`src/rtl/drain_gate_pkg.sv`:
```
package drain_gate_pkg;
  localparam logic [2:0] CMD_ACT = 3'd0;
  localparam logic [2:0] CMD_PRE = 3'd1;
  localparam logic [2:0] CMD_RD  = 3'd2;
  localparam logic [2:0] CMD_WR  = 3'd3;

  // Strobes from control to datapath, one cycle's worth of updates
  typedef struct packed {
    logic decRd;
    logic decWr;
    logic underRd;
    logic underWr;
    logic servWr;
    logic statRd;
    logic statWr;
    logic clrStat;
  } gateStrobe_t;
endpackage

```
`src/rtl/drain_gate_ctrl.sv`:
```
module drain_gate_ctrl
  import drain_gate_pkg::*;
(
  input  logic        cmdValid,
  input  logic [2:0]  cmdType,
  input  logic        cmdDrain,
  input  logic        cmdIssue,
  input  logic        wbMode,
  input  logic        wbPrev,
  input  logic        rdLoad,
  input  logic        wrLoad,
  input  logic        rdPending,
  input  logic        wrPending,
  input  logic        actReady,
  input  logic        preReady,
  input  logic        rdReady,
  input  logic        wrReady,
  output logic        allow,
  output logic        badCmd,
  output gateStrobe_t strobe
);
  logic isRd, isWr, validType, drainBlock, readyOk, fire, drainRd, drainWr;

  always_comb begin
    validType = (cmdType[2] == 1'b0);
    isRd      = (cmdType == CMD_RD);
    isWr      = (cmdType == CMD_WR);
    unique case (cmdType)
      CMD_ACT: readyOk = actReady;
      CMD_PRE: readyOk = preReady;
      CMD_RD:  readyOk = rdReady;
      CMD_WR:  readyOk = wrReady;
      default: readyOk = 1'b0;
    endcase
    // read phase blocks writes, write phase blocks reads
    drainBlock = (wbMode && rdPending && isWr) || (!wbMode && wrPending && isRd);
    allow  = cmdValid && validType && !drainBlock && readyOk;
    badCmd = cmdValid && !validType;
    fire    = allow && cmdIssue;
    drainRd = fire && isRd && wbMode && cmdDrain;
    drainWr = fire && isWr && !wbMode && cmdDrain;

    strobe.decRd   = drainRd && !rdLoad && rdPending;
    strobe.underRd = drainRd && !rdLoad && !rdPending;
    strobe.decWr   = drainWr && !wrLoad && wrPending;
    strobe.underWr = drainWr && !wrLoad && !wrPending;
    strobe.servWr  = fire && isWr && !drainWr;
    strobe.statRd  = fire && isRd && wbMode;
    strobe.statWr  = fire && isWr && wbMode;
    strobe.clrStat = wbMode && !wbPrev;
  end
endmodule

```
`src/rtl/drain_gate_dp.sv`:
```
module drain_gate_dp
  import drain_gate_pkg::*;
#(
  parameter int CNT_W  = 6,
  parameter int CHAN_W = 2,
  parameter int STAT_W = 8
) (
  input  logic              clk,
  input  logic              rstN,
  input  gateStrobe_t       strobe,
  input  logic              wbMode,
  input  logic [CHAN_W-1:0] cmdChan,
  input  logic              rdLoad,
  input  logic [CNT_W-1:0]  rdLoadVal,
  input  logic              wrLoad,
  input  logic [CNT_W-1:0]  wrLoadVal,
  output logic [CNT_W-1:0]  rdCnt,
  output logic [CNT_W-1:0]  wrCnt,
  output logic              rdPending,
  output logic              wrPending,
  output logic              wbPrev,
  output logic              underErr,
  output logic              served,
  output logic [CHAN_W-1:0] servedChan,
  output logic [STAT_W-1:0] statRdCnt,
  output logic [STAT_W-1:0] statWrCnt
);
  localparam logic [CNT_W-1:0]  CNT_ONE  = CNT_W'(1);
  localparam logic [STAT_W-1:0] STAT_ONE = STAT_W'(1);

  assign rdPending = (rdCnt != '0);
  assign wrPending = (wrCnt != '0);

  always_ff @(posedge clk) begin
    if (!rstN) begin
      rdCnt      <= '0;
      wrCnt      <= '0;
      wbPrev     <= 1'b0;
      underErr   <= 1'b0;
      served     <= 1'b0;
      servedChan <= '0;
      statRdCnt  <= '0;
      statWrCnt  <= '0;
    end else begin
      if (rdLoad)            rdCnt <= rdLoadVal;
      else if (strobe.decRd) rdCnt <= rdCnt - CNT_ONE;
      if (wrLoad)            wrCnt <= wrLoadVal;
      else if (strobe.decWr) wrCnt <= wrCnt - CNT_ONE;
      wbPrev   <= wbMode;
      underErr <= underErr || strobe.underRd || strobe.underWr;
      served   <= strobe.servWr;
      if (strobe.servWr) servedChan <= cmdChan;
      if (strobe.clrStat) begin
        statRdCnt <= strobe.statRd ? STAT_ONE : '0;
        statWrCnt <= strobe.statWr ? STAT_ONE : '0;
      end else begin
        if (strobe.statRd) statRdCnt <= statRdCnt + STAT_ONE;
        if (strobe.statWr) statWrCnt <= statWrCnt + STAT_ONE;
      end
    end
  end
endmodule

```
`src/rtl/drain_cmd_gate.sv`:
```
module drain_cmd_gate
  import drain_gate_pkg::*;
#(
  parameter int CNT_W  = 6,
  parameter int CHAN_W = 2,
  parameter int STAT_W = 8
) (
  input  logic              clk,
  input  logic              rstN,
  input  logic              cmdValid,
  input  logic [2:0]        cmdType,
  input  logic              cmdDrain,
  input  logic [CHAN_W-1:0] cmdChan,
  input  logic              cmdIssue,
  input  logic              wbMode,
  input  logic              rdLoad,
  input  logic [CNT_W-1:0]  rdLoadVal,
  input  logic              wrLoad,
  input  logic [CNT_W-1:0]  wrLoadVal,
  input  logic              actReady,
  input  logic              preReady,
  input  logic              rdReady,
  input  logic              wrReady,
  output logic              allow,
  output logic              badCmd,
  output logic [CNT_W-1:0]  rdDrainCnt,
  output logic [CNT_W-1:0]  wrDrainCnt,
  output logic              underflowErr,
  output logic              wrServed,
  output logic [CHAN_W-1:0] wrServedChan,
  output logic [STAT_W-1:0] wbRdIssues,
  output logic [STAT_W-1:0] wbWrIssues
);
  gateStrobe_t strobe;
  logic rdPending, wrPending, wbPrev;

  drain_gate_ctrl uCtrl (
    .cmdValid (cmdValid), .cmdType (cmdType), .cmdDrain (cmdDrain),
    .cmdIssue (cmdIssue), .wbMode (wbMode), .wbPrev (wbPrev),
    .rdLoad (rdLoad), .wrLoad (wrLoad),
    .rdPending (rdPending), .wrPending (wrPending),
    .actReady (actReady), .preReady (preReady),
    .rdReady (rdReady), .wrReady (wrReady),
    .allow (allow), .badCmd (badCmd), .strobe (strobe)
  );

  drain_gate_dp #(.CNT_W(CNT_W), .CHAN_W(CHAN_W), .STAT_W(STAT_W)) uDp (
    .clk (clk), .rstN (rstN), .strobe (strobe), .wbMode (wbMode),
    .cmdChan (cmdChan), .rdLoad (rdLoad), .rdLoadVal (rdLoadVal),
    .wrLoad (wrLoad), .wrLoadVal (wrLoadVal),
    .rdCnt (rdDrainCnt), .wrCnt (wrDrainCnt),
    .rdPending (rdPending), .wrPending (wrPending), .wbPrev (wbPrev),
    .underErr (underflowErr), .served (wrServed), .servedChan (wrServedChan),
    .statRdCnt (wbRdIssues), .statWrCnt (wbWrIssues)
  );
endmodule

```
`config.mk`:
```
export PLATFORM = sky130hd
export DESIGN_NAME = drain_cmd_gate
export DESIGN_NICKNAME = d
export VERILOG_FILES = /design/src/rtl/drain_gate_pkg.sv /design/src/rtl/drain_gate_ctrl.sv /design/src/rtl/drain_gate_dp.sv /design/src/rtl/drain_cmd_gate.sv
export SDC_FILE = /design/constraint.sdc
export NUM_CORES = 1
export LEC_CHECK = 0
export CORE_ASPECT_RATIO = 0.5
export CORE_MARGIN = 2
export CORE_UTILIZATION = 49
export DETAILED_ROUTE_END_ITERATION = 16
export PLACE_DENSITY = 0.85
export SLEW_MARGIN = 20
export SYNTH_ARGS = -nofsm -noshare
export SYNTH_HDL_FRONTEND = slang
export SYNTH_SLANG_ARGS = --single-unit
```
`constraint.sdc`:
```
create_clock -name clk -period 5.5 [get_ports clk]
set_clock_uncertainty 0.15 [all_clocks]
set_input_delay 0.825 -clock clk [delete_from_list [all_inputs] [get_ports clk]]
set_output_delay 0.825 -clock clk [all_outputs]
set_load 0.02 [all_outputs]
```
==> flow_summary.yaml <==
status:
  outcome: "finished clean"
cts:
  cts-root-buf: "clkbuf_8"
  cts_made_buffers: 5
  cts-htree-levels: 2
  post_cts_resized: 0
  hold_buffers: 0
  insertion_delay_ns: 0.29
  clkSinkCount: 33
  cts_tree: "built"
  cts.clk_slew.worst_paths_ns: 0.07
  ctsLongestPathBuffers: 2
  postCtsSetupBuffers: 0
critical_path:
  worstSetupPathType: "in2out"
  cpMaxStageDelayCell: "clkdlybuf4s50_1"
  r2r_start: "uDp.rdCnt[0]"
  max_stage_delay_ns: 0.74
  critical_path.most_common_cell: "clkdlybuf4s50_1"
  startpoint_type: "primary input"
  rr_endpoint: "uDp.statWrCnt[3]"
  critical_path_arrival_ns: 3.13
  worstPathRequired_ns: 4.53
  cp_max_fo: 11
  r2r_slack_ns: 3.16
  cp-end-kind: "output port"
  ff2ff_path_depth: 6
  crit_chain: "clkdlybuf4s50_1, clkinv_1, a21oi_2, o21ai_0, o21a_1, clkdlybuf4s50_1"
route:
  vias_per_cell: 6.10
  drc: 0
  initialDrtViolationCount: 113
  ant_nets: 0
  wl_microns: 5210
  wl_per_cell_microns: 15.3
  route.vias.total: 2081
  dr.pass1.iters: 5
synthesis:
  synth.avg_cell_area_sq_um: 8.24
  syn_nets: 261
  syn_inst: 228
  yosys_warnings: 0
  yosysSeqAreaShare_pct: 35.2
  synth-main-ff-cell: "dfxtp_1"
  ys_async_sr_fraction_pct: 0
  ys_ff_latch: 33
  synth.distinct_cells: 52
  synth_area_sq_um: 1880
  synth-edff-count: 0
floorplanning:
  die_w_microns: 91.6
  num_rows: 15
  num_io_pins: 63
  initial_core_util_pct: 52.9
  core_area_sq_um: 3550
  die_h_microns: 47.8
  dieArea_sq_um: 4370
timing:
  slew_headroom_pct: 48.5
  max_freq_mhz: 244
  rsz0062_at_grt: "false"
  drv_slew: 0
  fin_crit_sh_pct: 74.6
  finalHoldViolations: 0
  setup-tns-final_ns: 0
  max_slew.worst_pin.slew_ns: 0.767
  finalSetupViolations: 0
  fin_crit_ns: 4.10
final_layout:
  antenna_cells: 0
  finalNetCount: 323
  finalInstanceArea_sq_um: 2620
  drive_above_1_share_pct: 6.21
  layout_common_cells: "clkdlybuf4s50_1 (62), dfxtp_1 (33), nor2_1 (20)"
  final_common_cell: "clkdlybuf4s50_1"
  syn_to_final_growth_pct: 39.6
hold_path:
  holdPathEnd: "uDp.servedChan[1]"
  hold_start: "uDp.servedChan[1]"
  worst_hold_path_type: "reg2reg"
  hold_depth: 2
global_route:
  grt_max_degree: 27
  gr-total-overflow: 0
  antenna_found_initial: 0
  grt_pass1_wl_microns: 8000
  grt_pass1_vias: 1812
  grt.total_usage_pct: 23.5
power_and_ir_drop:
  p_leak_nw: 0.913
  power_uw: 543
  powerDensity_nw_per_um2: 207
  ir_drop_mv: 0.135
placement:
  dp_hpwl_microns: 3860
  port_buffers: 62
  dpl_cell_area_sq_um: 2540
  gp_congestion: 0.904
flow_run:
  cap_viol_max_count: 0
## registers in the layout, summed over array words and instances, names as in the netlist
signal          flops
uDp.statRdCnt       8
uDp.underErr        1
uDp.served          1
uDp.servedChan      2
uDp.statWrCnt       8
uDp.wbPrev          1
uDp.rdCnt           6
uDp.wrCnt           6
## report_power, final
group	switching [mW]	internal [mW]	total (mW)	leakage [nW]
registers	0.00841	0.246	0.254	0.269
logic	0.0542	0.0474	0.102	0.599
clock network	0.0879	0.0993	0.187	0.0443
## Yosys cell counts (4+ instances only)
master | number | area share (%)
inv_1 | 8 | 1.6
nor3b_1 | 5 | 2.0
a21oi_1 | 4 | 1.1
o21ai_0 | 14 | 3.7
o211ai_1 | 4 | 1.6
and3_1 | 6 | 2.0
a311oi_1 | 7 | 3.3
clkbuf_1 | 5 | 1.0
nand3_1 | 18 | 4.8
ha_1 | 4 | 2.7
a31oi_1 | 7 | 2.3
dfxtp_1 | 33 | 35
nand2_1 | 16 | 3.2
nand4_1 | 8 | 2.7
nor3_1 | 8 | 2.1
or4_1 | 6 | 2.4
nor2_1 | 20 | 4.0
## routing by layer
layer	wire length (microns)	part of all wire, %	global-route usage, %	up-vias
met4	13	0.25	6.36	0
met5	0	0	0	-
met2	2450	47	40.0	98
li1	-	-	-	993
met3	339	6.5	6.14	4
met1	2410	46	31.0	986
## final cells by class
| cell class | count | area [sq um] |
|---|---|---|
| Multi-Input combinational cell | 177 | 1150 |
| Fill cell | 267 | 925 |
| Sequential cell | 33 | 661 |
| Timing Repair Buffer | 63 | 628 |
| Clock buffer | 7 | 86.3 |
| Tap cell | 51 | 63.8 |
| Inverter | 10 | 37.5 |
## cells by family after synthesis
logic type / Yosys count / share of synthesized area (%)
multiplexers: 3 / 1.60
XOR/XNOR: 6 / 2.80
adder cells (fa/ha/maj): 4 / 2.66
buffers and inverters: 18 / 3.80
AO/OA/AOI/OAI: 50 / 18.7
AND/OR/NAND/NOR: 114 / 35.2
flip-flops: 33 / 35.2
## stage by stage
stage,hold WS (ns),cells,util [%],worst slack (ns)
floorplan,0.383,228,-,2.68
global placement,0.295,334,71.5,1.47
detailed placement,0.306,334,71.5,1.43
CTS,0.319,341,73.9,1.42
global route,0.332,341,73.9,1.22
finish,0.313,341,73.9,1.40
## how the worst max path moves through the flow
stage / slack (ns) / endpoint / cells after the start / start
after floorplan: 2.68 / allow / 6 / uDp.wrCnt[0]
after global placement: 1.47 / allow / 6 / wbMode
after detailed placement: 1.43 / allow / 6 / wbMode
after CTS: 1.42 / allow / 6 / wbMode
after global routing: 1.22 / allow / 6 / wbMode
final: 1.40 / allow / 6 / wbMode
## critical path, delay by kind of cell
family / cells / cell delay (ns)
buffers and inverters: 3 / 1.60
AO/OA/AOI/OAI: 3 / 0.70
Power figures use the tool's default switching activity.
